### config.mk
export PLATFORM = sky130hd
export DESIGN_NAME = cmdq_seq
export DESIGN_NICKNAME = d
export VERILOG_FILES = /design/src/rtl/cmdq_pkg.sv /design/src/rtl/cmdq_cfg_buf.sv /design/src/rtl/cmdq_seq_fsm.sv /design/src/rtl/cmdq_fin_stat.sv /design/src/rtl/cmdq_seq.sv
export SDC_FILE = /design/constraint.sdc
export NUM_CORES = 1
export LEC_CHECK = 0
export ABC_AREA = 1
export BUFFER_PORTS_ARGS = -buffer_cell sky130_fd_sc_hd__buf_2
export CAP_MARGIN = 20
export CORE_MARGIN = 2
export CORE_UTILIZATION = 35
export CTS_CLUSTER_SIZE = 28
export DETAILED_ROUTE_END_ITERATION = 6
export PLACE_DENSITY = 0.61
export RECOVER_POWER = 50
export SETUP_SLACK_MARGIN = 0.5
export SYNTH_ARGS = -nofsm -noshare
export SYNTH_HDL_FRONTEND = slang
export SYNTH_SLANG_ARGS = --single-unit
### constraint.sdc
create_clock -name clk -period 2.1 [get_ports clk]
set_input_delay 0.42 -clock clk [delete_from_list [all_inputs] [get_ports clk]]
set_output_delay 0.42 -clock clk [all_outputs]
set_load 0.01 [all_outputs]
### src/rtl/cmdq_pkg.sv
package cmdq_pkg;
  localparam int QDEPTH = 32;
  localparam int PTR_W  = $clog2(QDEPTH);
  localparam int CFG_W  = 16;
  localparam int RSV_W  = CFG_W - 3 - 2 * PTR_W;

  typedef struct packed {
    logic             fin_ie;
    logic             wrap_en;
    logic             wrap_sel;
    logic [PTR_W-1:0] end_ptr;
    logic [RSV_W-1:0] rsv;
    logic [PTR_W-1:0] start_ptr;
  } cfg_t;

  typedef enum logic [1:0] {
    SQ_IDLE  = 2'd0,
    SQ_ISSUE = 2'd1,
    SQ_WAIT  = 2'd2
  } sq_state_e;
endpackage

### src/rtl/cmdq_cfg_buf.sv
module cmdq_cfg_buf
  import cmdq_pkg::*;
(
  input  logic             clk,
  input  logic             rst_n,
  input  logic             wr,
  input  logic [CFG_W-1:0] wdata,
  input  logic             apply_ok,
  output cfg_t             act_q,
  output cfg_t             pend_q,
  output logic             apply
);
  logic pend_vld_q, pend_vld_d;
  cfg_t pend_d, act_d;

  assign apply = pend_vld_q & apply_ok;

  always_comb begin
    pend_d     = pend_q;
    pend_vld_d = pend_vld_q;
    act_d      = act_q;
    if (apply) begin
      act_d      = pend_q;
      pend_vld_d = 1'b0;
    end
    if (wr) begin
      pend_d     = cfg_t'(wdata);
      pend_d.rsv = '0;
      pend_vld_d = 1'b1;
    end
  end

  always_ff @(posedge clk or negedge rst_n) begin
    if (!rst_n) begin
      act_q      <= '0;
      pend_q     <= '0;
      pend_vld_q <= 1'b0;
    end else begin
      act_q      <= act_d;
      pend_q     <= pend_d;
      pend_vld_q <= pend_vld_d;
    end
  end

  // the active word only moves on an apply
  p_hold_active_r3: assert property (@(posedge clk) disable iff (!rst_n)
    !apply |=> $stable(act_q));
  // reserved field never becomes active
  p_rsv_zero_r2: assert property (@(posedge clk) disable iff (!rst_n)
    apply |=> (act_q.rsv == '0));
endmodule

### src/rtl/cmdq_seq_fsm.sv
module cmdq_seq_fsm
  import cmdq_pkg::*;
(
  input  logic             clk,
  input  logic             rst_n,
  input  logic             en,
  input  logic [PTR_W-1:0] start_ptr,
  input  logic [PTR_W-1:0] end_ptr,
  input  logic             wrap_en,
  input  logic             wrap_sel,
  input  logic [PTR_W-1:0] pend_start,
  input  logic             apply,
  input  logic             xfer_done,
  output logic             apply_ok,
  output logic             end_hit,
  output logic             xfer_start,
  output logic [PTR_W-1:0] xfer_addr
);
  sq_state_e        st_q, st_d;
  logic [PTR_W-1:0] ptr_q, ptr_d;
  logic             en_q;
  logic             restart, en_rise, done_w;

  assign done_w   = (st_q == SQ_WAIT) & xfer_done;
  assign apply_ok = (st_q == SQ_IDLE) | done_w;
  assign restart  = apply & (pend_start != start_ptr);
  assign en_rise  = en & ~en_q;
  assign end_hit  = done_w & (ptr_q == end_ptr);

  always_comb begin
    st_d  = st_q;
    ptr_d = ptr_q;
    unique case (st_q)
      SQ_IDLE: begin
        if (en && restart) begin
          ptr_d = pend_start;
          st_d  = SQ_ISSUE;
        end else if (en_rise) begin
          ptr_d = apply ? pend_start : start_ptr;
          st_d  = SQ_ISSUE;
        end
      end
      SQ_ISSUE: st_d = SQ_WAIT;
      SQ_WAIT: begin
        if (xfer_done) begin
          if (!en) begin
            st_d = SQ_IDLE;
          end else if (restart) begin
            ptr_d = pend_start;
            st_d  = SQ_ISSUE;
          end else if (end_hit) begin
            if (wrap_en) begin
              ptr_d = wrap_sel ? start_ptr : '0;
              st_d  = SQ_ISSUE;
            end else begin
              st_d = SQ_IDLE;
            end
          end else begin
            ptr_d = ptr_q + 1'b1;
            st_d  = SQ_ISSUE;
          end
        end
      end
      default: st_d = SQ_IDLE;
    endcase
  end

  always_ff @(posedge clk or negedge rst_n) begin
    if (!rst_n) begin
      st_q  <= SQ_IDLE;
      ptr_q <= '0;
      en_q  <= 1'b0;
    end else begin
      st_q  <= st_d;
      ptr_q <= ptr_d;
      en_q  <= en;
    end
  end

  assign xfer_start = (st_q == SQ_ISSUE);
  assign xfer_addr  = ptr_q;

  // start strobe is a single cycle
  p_start_pulse_r4: assert property (@(posedge clk) disable iff (!rst_n)
    xfer_start |=> !xfer_start);
  // nothing new while a transfer is outstanding
  p_wait_hold_r5: assert property (@(posedge clk) disable iff (!rst_n)
    (st_q == SQ_WAIT && !xfer_done) |=> (!xfer_start && $stable(xfer_addr)));
  // ordinary step is +1 modulo depth
  p_step_r5: assert property (@(posedge clk) disable iff (!rst_n)
    (done_w && en && !restart && !end_hit) |=>
      (xfer_start && xfer_addr == PTR_W'($past(xfer_addr) + 1'b1)));
  // stop at the end entry without wrap
  p_stop_r9: assert property (@(posedge clk) disable iff (!rst_n)
    (end_hit && !wrap_en && !restart) |=> !xfer_start);
endmodule

### src/rtl/cmdq_fin_stat.sv
module cmdq_fin_stat (
  input  logic clk,
  input  logic rst_n,
  input  logic set,
  input  logic clr,
  input  logic ie,
  output logic fin_q,
  output logic irq
);
  logic fin_d;

  always_comb begin
    fin_d = fin_q;
    if (clr) fin_d = 1'b0;
    if (set) fin_d = 1'b1;
  end

  always_ff @(posedge clk or negedge rst_n) begin
    if (!rst_n) fin_q <= 1'b0;
    else        fin_q <= fin_d;
  end

  assign irq = fin_q & ie;

  // end match always sets the flag
  p_fin_set_r6: assert property (@(posedge clk) disable iff (!rst_n)
    set |=> fin_q);
  // flag is sticky until cleared
  p_fin_sticky_r6: assert property (@(posedge clk) disable iff (!rst_n)
    (fin_q && !clr) |=> fin_q);
endmodule

### src/rtl/cmdq_seq.sv
module cmdq_seq
  import cmdq_pkg::*;
(
  input  logic             clk,
  input  logic             rst_n,
  input  logic             seq_en,
  input  logic             cfg_wr,
  input  logic [CFG_W-1:0] cfg_wdata,
  output logic [CFG_W-1:0] cfg_rdata,
  input  logic             fin_clr,
  output logic             fin_flag,
  output logic             fin_irq,
  output logic             xfer_start,
  output logic [PTR_W-1:0] xfer_addr,
  input  logic             xfer_done
);
  logic [1:0] rst_sync_q;
  logic       rst_s;
  cfg_t       act, pend;
  logic       apply, apply_ok, end_hit;

  always_ff @(posedge clk or negedge rst_n) begin
    if (!rst_n) rst_sync_q <= 2'b00;
    else        rst_sync_q <= {rst_sync_q[0], 1'b1};
  end
  assign rst_s = rst_sync_q[1];

  cmdq_cfg_buf u_cfg (
    .clk      (clk),
    .rst_n    (rst_s),
    .wr       (cfg_wr),
    .wdata    (cfg_wdata),
    .apply_ok (apply_ok),
    .act_q    (act),
    .pend_q   (pend),
    .apply    (apply)
  );

  cmdq_seq_fsm u_fsm (
    .clk        (clk),
    .rst_n      (rst_s),
    .en         (seq_en),
    .start_ptr  (act.start_ptr),
    .end_ptr    (act.end_ptr),
    .wrap_en    (act.wrap_en),
    .wrap_sel   (act.wrap_sel),
    .pend_start (pend.start_ptr),
    .apply      (apply),
    .xfer_done  (xfer_done),
    .apply_ok   (apply_ok),
    .end_hit    (end_hit),
    .xfer_start (xfer_start),
    .xfer_addr  (xfer_addr)
  );

  cmdq_fin_stat u_fin (
    .clk   (clk),
    .rst_n (rst_s),
    .set   (end_hit),
    .clr   (fin_clr),
    .ie    (act.fin_ie),
    .fin_q (fin_flag),
    .irq   (fin_irq)
  );

  assign cfg_rdata = act;

  logic unused_pend;
  assign unused_pend = ^{pend.fin_ie, pend.wrap_en, pend.wrap_sel, pend.end_ptr, pend.rsv};
endmodule

# Word level (Yosys, flattened, before mapping)
# Cells that the tools add are included.
# W data, S select, Z words.
dict set report word_totals {
  wordCells 62
  romBits 0
  input_bits 22
  n_memories 0
  latch_bits 0
  ramBits 0
  reg_bits 38
  output_inout_bits 24
}
dict set report classes {
  add_sub_neg 1
  muxes 22
  n_bitwise 8
  order_cmp 0
  n_div 0
  reduce_logical 7
  n_mul 0
  eq_ne 8
  shift 0
}
# op count
set ops {}
lappend ops {{$mux W5} 9}
lappend ops {{$mux W2} 5}
lappend ops {{$pmux W5 S2} 1}
lappend ops {{$and A1 B1 Y1} 6}
lappend ops {{$mux W1} 6}
lappend ops {{$pmux W2 S3} 1}
lappend ops {{$reduce_bool A2 Y1} 3}
lappend ops {{$add A5 B1 Y5 const B} 1}
lappend ops {{$eq A5 B5 Y1} 1}
lappend ops {{$ne A5 B5 Y1} 1}
lappend ops {{$reduce_and A5 Y1} 1}
lappend ops {{$ne A2 B2 Y1 const B} 2}
lappend ops {{$ne A4 B3 Y1 const B} 1}
lappend ops {{$ne A3 B2 Y1 const B} 1}
lappend ops {{$eq A2 B1 Y1 const B} 1}
lappend ops {{$eq A2 B2 Y1 const B} 1}
lappend ops {{$logic_not A2 Y1} 1}
lappend ops {{$reduce_and A2 Y1} 1}
lappend ops {{$logic_and A1 B1 Y1} 1}
lappend ops {{$not A1 Y1} 1}
lappend ops {{$or A1 B1 Y1} 1}

# Logic depth before layout (Yosys ltp)
# Gate-level depths: netlist of run 1.
dict set report depth {
  depth_word 9
  depth_mapped 11
  mapped_depth_nobuf 11
}

# By module
# Synthesis of run 1 repeated with hierarchy kept, for this count alone.
dict set report hier_totals {
  hier_cells 290
  hier_area_um2 2145.8
}
# module area_per_inst_um2 cells_each seq_area_each_um2 n_inst
set by_module_without_submodules {}
lappend by_module_without_submodules {cmdq_cfg_buf 1089.8 122 675.6 1}
lappend by_module_without_submodules {cmdq_seq_fsm 954.7 158 200.2 1}
lappend by_module_without_submodules {cmdq_seq 53.8 3 50.0 1}
lappend by_module_without_submodules {cmdq_fin_stat 47.5 7 25.0 1}

# Worst setup path before layout of run 1
# No wires, ideal clock.
dict set report synth_path {
  kind {reg-to-reg}
  startpoint {register u_fsm.st_q[1]}
  endpoint {register u_fsm.ptr_q[1], in the netlist u_fsm.xfer_addr[1]}
  t_arrival_ns 1.372
  setup_ns 0.120
  t_required_ns 1.980
  path_stages_with_launch 10
  slack_ns 0.608
  synth_period_minus_slack_ns 1.492
  n_path_buf 1
  cell_sequence {dfrtp_1 > or2_4 > a21oi_4 > inv_2 > buf_2 > nand2_1 > o21a_1 > nand2_1 > nand3_1 > nand2_1}
}
dict set report synth_between {
  elab_chain_len 9
  word_cells_on_any_way 22
  classes_between {eq/ne (5); mux (8); bitwise (5); reduce/logical (4)}
}
# element line_no
set synth_rtl {}
lappend synth_rtl {{from (decl)} cmdq_seq_fsm.sv:19} ;# sq_state_e st_q, st_d;
lappend synth_rtl {{from (signal assigned)} cmdq_seq_fsm.sv:74} ;# st_q <= st_d;
lappend synth_rtl {{$eq A2 B2 Y1} {cmdq_seq_fsm.sv:24, cmdq_seq_fsm.sv:33}}
lappend synth_rtl {{$and A1 B1 Y1} cmdq_seq_fsm.sv:24} ;# assign done_w = (st_q == SQ_WAIT) & xfer_done;
lappend synth_rtl {{$or A1 B1 Y1} cmdq_seq_fsm.sv:25} ;# assign apply_ok = (st_q == SQ_IDLE) | done_w;
lappend synth_rtl {{$and A1 B1 Y1} cmdq_cfg_buf.sv:16} ;# assign apply = pend_vld_q & apply_ok;
lappend synth_rtl {{$and A1 B1 Y1} cmdq_seq_fsm.sv:26} ;# assign restart = apply & (pend_start != start_ptr);
lappend synth_rtl {{$mux W5} cmdq_seq_fsm.sv:48} ;# end else if (restart) begin
lappend synth_rtl {{$mux W5} cmdq_seq_fsm.sv:46} ;# if (!en) begin
lappend synth_rtl {{$mux W5} cmdq_seq_fsm.sv:45} ;# if (xfer_done) begin
lappend synth_rtl {{$pmux W5 S2} cmdq_seq_fsm.sv:33} ;# unique case (st_q)
lappend synth_rtl {{to (signal assigned)} cmdq_seq_fsm.sv:75} ;# ptr_q <= ptr_d;
lappend synth_rtl {{to (decl)} cmdq_seq_fsm.sv:20} ;# logic [PTR_W-1:0] ptr_q, ptr_d;
# Several ways; a longest one is shown, not always the timed one. The select of a mux whose other input is x is not followed.
# A chain may end at the register's enable or synchronous reset.

# Final worst setup path of run 1
dict set report layout_path {
  startpoint {register u_fsm.st_q[1]}
  endpoint {register u_fsm.ptr_q[2], in the netlist u_fsm.xfer_addr[2]}
}
# The elaborated chain is that of the path after synthesis.

==> run_results.csv, run 1 <==
group,metric,value,unit
run_status,status,"finished, final reports clean",
worst_setup_path,cp-end-kind,"flip-flop",
cts,cts_tree,"yes",
cts,clock_latency,290,ps
worst_setup_path,criticalPathCategory,"flip-flop to flip-flop",
worst_setup_path,path_buf_inv,1,
worst_setup_path,startpoint,"u_fsm.st_q[1]",
logic_synthesis,avgSynthCellArea,7.95,sq um
global_route,track_usage,0.150,
sta,relSlewSlack,0.373,
detailed_routing,routedWlPerCell,11.4,um
global_route,overflow,0,
logic_synthesis,synthFlopType,"dfrtp_1",
logic_synthesis,synth.most_common_cell,"nand2_1",
global_route,grt_pass1_vias,1639,
worst_setup_path,cpPeakStageDelay,400,ps
hold_path,whs_path_depth,1,
cells_and_area,antenna_cells,0,
cells_and_area,design_area,2430,sq um
logic_synthesis,syn_inst,249,
cts,clk_pin_slew,70,ps
cells_and_area,register_area,953,sq um
worst_setup_path,reg2reg_from,"u_fsm.st_q[1]",
global_route,grt_pass1_wl,7360,um
floorplanning,dieArea,6280,sq um
logic_synthesis,yosys-top-cells-area,"dfrtp_1 (48%), nand2_1 (14%), nand3_1 (6.6%), inv_1 (6.3%), o21ai_0 (5.8%)",
sta,min_period,1590,ps
hold_path,min_path_type,"input port to flip-flop",
floorplanning,die_w,79.2,um
place,place_hpwl,3090,um
worst_setup_path,required,2330,ps
floorplanning,dieHeight,79.2,um
floorplanning,fp.coreArea,5470,sq um
place,dpl-instance-area,2230,sq um
cells_and_area,multi_input_comb_area,883,sq um
worst_setup_path,crit_slowest_cell,"dfrtp_1",
detailed_routing,drtAntennaViolNets,0,
power,p_per_area,1420,nW/um^2
power,p_leak,1.30,nW
detailed_routing,wl,4230,um
worst_setup_path,cp_max_fo,9,
worst_setup_path,startpoint_type,"flip-flop",
cts,cts_max_level,2,
sta,setup_slack,508,ps
logic_synthesis,synth_warnings,0,
sta,finalHoldViolCount,0,
sta,fin_worst_skew,4.15,ps
global_route,grt_max_degree,37,
hold_path,min_delay_worst_endpoint,"u_fsm.en_q",
cts,clk_path_buf_depth,2,
sta,rsz0062_at_grt,"yes",
hold_path,min_from,"seq_en",
logic_synthesis,synth_edf_count,0,
detailed_routing,via_per_inst,4.60,
sta,worstMarginPinSlew,941,ps
power,vdd_drop_max,0.000406,V
cts,cts-root-buf,"clkbuf_8",
sta,max_freq,628,MHz
floorplanning,io_pins,46,
place,port_buffers,39,
place,place.gp.congestion,0.810,
cells_and_area,fin_util,0.445,
logic_synthesis,synth_common_cells,"nand2_1 (76), dfrtp_1 (38), inv_1 (33)",
cells_and_area,nFillCells,607,
logic_synthesis,yosys.area.top_type,"dfrtp_1",
worst_setup_path,path_cells,"or2_4 -> a21oi_4 -> buf_4 -> nand2_1 -> o21ai_1 -> nand2_1 -> nand2_1 -> nand2_1 -> nand2_1",
floorplanning,row_count,27,
cells_and_area,area_growth,22.9,%
sta,finalSetupViolations,0,
detailed_routing,drt_iter0_markers,32,
logic_synthesis,ys_ff_latch,38,
sta,report.final.slew_viol_count,0,
worst_setup_path,crit_arrival,1820,ps
global_route,grt_antenna_before_repair,0,
sta,setup-tns-final,0,ps
worst_setup_path,rr_worst_depth,9,
sta,period_share,0.758,
run,maxCapViolCount,0,
worst_setup_path,crit_top_cell,"nand2_1",
place,place_ws,358,ps
logic_synthesis,syn_area,1980,sq um
detailed_routing,num_vias,1705,
cts,numCtsBuffers,5,
logic_synthesis,synth_top_area_frac,0.480,
logic_synthesis,async_reset_ff_frac,1.00,
logic_synthesis,yosysSeqAreaShare,0.480,
worst_setup_path,ff2ff_setup_slack,510,ps
detailed_routing,drcViolationCount,0,
logic_synthesis,ys_types,27,
cells_and_area,drive_above_1_share,0.264,
cells_and_area,fin_nets,321,
worst_setup_path,reg2reg_to,"u_fsm.xfer_addr[2]",
cts,cts.sinks,38,
floorplanning,start_util,0.362,
worst_setup_path,critPathTopFamily,"simple AND/OR/NAND/NOR gates",
detailed_routing,first_pass_iters,4,
[registers in the layout (all words and copies together) (netlist names)]
register / cells
rst_sync_q: 2
u_cfg.act_q: 13
u_cfg.pend_q: 13
u_cfg.pend_vld_q: 1
u_fin.fin_q: 1
u_fsm.en_q: 1
u_fsm.st_q: 2
u_fsm.xfer_addr: 5
[per-layer routing]
metal  global-route usage  share of wire  vias up
li1                     -              -      868
met1                0.192           0.45      797
met2                0.238           0.48       34
met3               0.0443          0.058        6
met4               0.0569          0.018        0
met5                    0              0        -
[power breakdown]
part           switching [mW]  internal [mW]
clock                   0.247          0.265
combinational            1.05          0.718
sequential              0.208          0.959
[final cells by class]
type	instances	area share
sequential	38	0.392
multi-input combinational	167	0.363
timing repair buffer	51	0.116
inverter	35	0.0550
tap	72	0.0370
clock buffer	7	0.0355
clock inverter	1	0.00206
[stage by stage]
step | power [mW] | hold WS, ps | cells
floorplan | 2.31 | 124 | 251
global placement | 2.71 | 205 | 354
detailed placement | 2.74 | 207 | 354
CTS | 3.42 | 257 | 367
global route | 3.80 | 295 | 371
finish | 3.45 | 290 | 371
[worst max path at each step]
stage                         end  slack, ps  cells past startpoint
5_1_grt        u_fsm.xfer_addr[4]        390                      9
6_report       u_fsm.xfer_addr[2]        510                      9
2_1_floorplan  u_fsm.xfer_addr[1]        610                      9
3_3_place_gp   u_fsm.xfer_addr[0]        410                     11
4_1_cts        u_fsm.xfer_addr[1]        490                      8
3_5_place_dp   u_fsm.xfer_addr[1]        360                     11
[placed cells by master (no fill, tap or decap), types with 2 or more instances in the layout]
master,netlist,layout
nand3_4,1,3
nor2_4,1,2
o21ai_1,3,3
clkbuf_1,2,4
nand2_1,76,75
clkbuf_8,0,6
buf_2,2,36
nor2_1,10,8
dfrtp_2,0,2
buf_4,7,10
inv_1,33,33
mux2_2,5,5
nand2_2,3,2
dfrtp_1,38,36
nor2_2,1,2
nand3_1,26,24
conb_1,2,4
o21ai_0,23,23
nand3_2,2,2
xor2_1,3,3
nand2_4,0,2
o21a_1,2,2
[cell families after synthesis]
family | count (synthesis) | share of synthesized area
AO/OA/AOI/OAI | 30 | 0.0853
XOR/XNOR | 4 | 0.0177
adder cells (fa/ha/maj) | 1 | 0.00632
buffers and inverters | 46 | 0.102
flip-flops | 38 | 0.480
multiplexers | 5 | 0.0284
other | 2 | 0.00379
AND/OR/NAND/NOR | 123 | 0.277
[timing repair]
item                                    in CTS  in global routing
endpoints found under the setup margin       6                  5
hold endpoints to repair                     2                  0
resized for setup                           10                  3
gates cloned                                 0                  0
hold buffers                                 1                  0
pin swaps                                    3                  4
buffers inserted                             4                  4
[worst register-to-register path, delay by kind of cell, from the launching register on]
family	cells	cell delay, ps
flops	1	400
compound gates	2	350
buf+inv	1	220
simple gates	6	560
No activity file was read; power rests on OpenSTA's default activity.
==> run 2: changes to the inputs <==
==> constraint.sdc (replaced) <==
create_clock -name clk -period 1.6 [get_ports clk]
set_input_delay 0.32 -clock clk [delete_from_list [all_inputs] [get_ports clk]]
set_output_delay 0.32 -clock clk [all_outputs]
set_load 0.01 [all_outputs]
==> run 2 against run 1 <==
Against the previous run:
- the flow now finishes with violations (setup timing)
- non-clock buffer count grew 24
- count of clock-buffer cells in the layout shrank 1
- clock skew grew 3.9 ps
- sequential share of layout area shrank 5.0 points
- cell count grew 6.5%
- total power grew 62%
==> run_results.csv, run 2 (synthesis gave the netlist of run 1 again) <==
group,metric,value,unit
run_status,status,"finished, violations left",
run_status,violations,"setup timing",
worst_setup_path,cp-end-kind,"flip-flop",
global_route,grt_pass1_vias,1705,
cells_and_area,layout_commonest_cell,"nand2_1",
sta,finalHoldViolCount,0,
floorplanning,row_count,27,
floorplanning,fp.coreArea,5470,sq um
cts,cts_tree,"yes",
sta,finalSetupViolations,6,
global_route,grt_max_degree,22,
sta,rsz0062_at_grt,"yes",
place,place_hpwl,3340,um
floorplanning,io_pins,46,
place,place.gp.congestion,0.867,
cts,clk_pin_slew,80,ps
sta,fin_hold_ws,168,ps
cells_and_area,antenna_cells,0,
detailed_routing,routedWlPerCell,12.0,um
detailed_routing,drtAntennaViolNets,0,
global_route,grt_pass1_wl,7580,um
cts,numCtsBuffers,5,
floorplanning,die_w,79.2,um
cells_and_area,fin_util,0.510,
detailed_routing,first_pass_iters,4,
worst_setup_path,required,1840,ps
sta,fin_worst_skew,8.05,ps
power,power,5.61,mW
floorplanning,dieHeight,79.2,um
sta,relSlewSlack,0.576,
global_route,overflow,0,
worst_setup_path,path_cells,"or2_4 -> a21oi_4 -> buf_12 -> nand3_2 -> nand2_2 -> nand2_4 -> nor2_4 -> nand3_1 -> nand2_1",
sta,period_share,1.03,
worst_setup_path,criticalPathCategory,"flip-flop to flip-flop",
power,vdd_drop_max,0.000735,V
cells_and_area,area_growth,40.8,%
worst_setup_path,crit_arrival,1880,ps
sta,worstMarginPinSlew,635,ps
hold_path,min_path_type,"input port to flip-flop",
cts,cts_max_level,2,
cells_and_area,nFillCells,559,
sta,max_freq,609,MHz
detailed_routing,drcViolationCount,0,
cts,cts-root-buf,"clkbuf_8",
floorplanning,dieArea,6280,sq um
sta,report.final.slew_viol_count,0,
place,port_buffers,39,
detailed_routing,drt_iter0_markers,84,
detailed_routing,num_vias,1805,
run,maxCapViolCount,0,
cells_and_area,drive_above_1_share,0.387,
global_route,grt_antenna_before_repair,0,
global_route,track_usage,0.155,
sta,min_period,1640,ps
worst_setup_path,cp_max_fo,7,
power,p_per_area,2010,nW/um^2
cells_and_area,register_area,953,sq um
worst_setup_path,cpPeakStageDelay,430,ps
detailed_routing,via_per_inst,4.57,
power,p_leak,1.46,nW
worst_setup_path,startpoint_type,"flip-flop",
cells_and_area,multi_input_comb_area,945,sq um
detailed_routing,wl,4720,um
cts,cts.sinks,38,
cts,clk_path_buf_depth,2,
cts,clock_latency,290,ps
floorplanning,start_util,0.362,
worst_setup_path,crit_slowest_cell,"dfrtp_1",
cells_and_area,final_cell_mix,"nand2_1 (66), dfrtp_1 (36), buf_2 (32), inv_1 (30), nand3_1 (23)",
sta,setup_slack,-40.8,ps
cells_and_area,fin_nets,345,
-- run 2: final timing paths --
check                                    from                  to  slack [ps]  depth (start not counted)
worst max-delay path            u_fsm.st_q[1]  u_fsm.xfer_addr[0]         -40                          9
worst min-delay path                   seq_en          u_fsm.en_q         170                          1
worst max register to register  u_fsm.st_q[1]  u_fsm.xfer_addr[0]         -40                          9
worst min register to register  rst_sync_q[1]      u_cfg.act_q[1]         260                          0
max in group asynchronous       rst_sync_q[1]  u_fsm.xfer_addr[1]         360                          1
min in group asynchronous       rst_sync_q[1]      u_cfg.act_q[1]         260                          0
-- run 2: area by class of cell --
| class | instances | area share |
|---|---|---|
| Clock buffer | 6 | 0.0296 |
| Clock inverter | 2 | 0.00449 |
| Inverter | 35 | 0.0471 |
| Multi-Input combinational cell | 167 | 0.339 |
| Sequential cell | 38 | 0.342 |
| Tap cell | 72 | 0.0323 |
| Timing Repair Buffer | 75 | 0.206 |
-- run 2: timing repair --
item	in CTS	in global routing
buffers inserted	8	10
setup endpoints to repair	41	43
gates cloned	0	1
hold endpoints to repair	2	0
pin swaps	6	5
hold buffers	1	0
gates resized for setup	13	44
-- run 2: through the flow --
step / TNS [ps] / std cells / cell area (sq um) / worst slack [ps]
after global routing: -581 / 395 / 2790 / -113
after floorplan: 0 / 251 / 2010 / 135
after detailed placement: -7.96 / 367 / 2350 / -7.96
after CTS: -1.87 / 384 / 2570 / -1.87
after global placement: 0 / 367 / 2350 / 19.6
final: -135 / 395 / 2790 / -40.8
-- run 2: critical path, delay by kind of cell (launching register included) --
kind | cells | cell delay [ps]
compound gates | 1 | 140
simple gates | 7 | 870
flops | 1 | 430
buf+inv | 1 | 140
-- run 2: power by group --
group / internal, mW / switching [mW]
clock: 0.346 / 0.353
combinational: 1.67 / 1.70
sequential: 1.26 / 0.276
total: 3.27 / 2.33
-- run 2: layer usage --
layer,part of all wire,track usage
met1,0.45,0.192
met2,0.51,0.264
met3,0.027,0.0284
met4,0.017,0.0655
met5,0,0
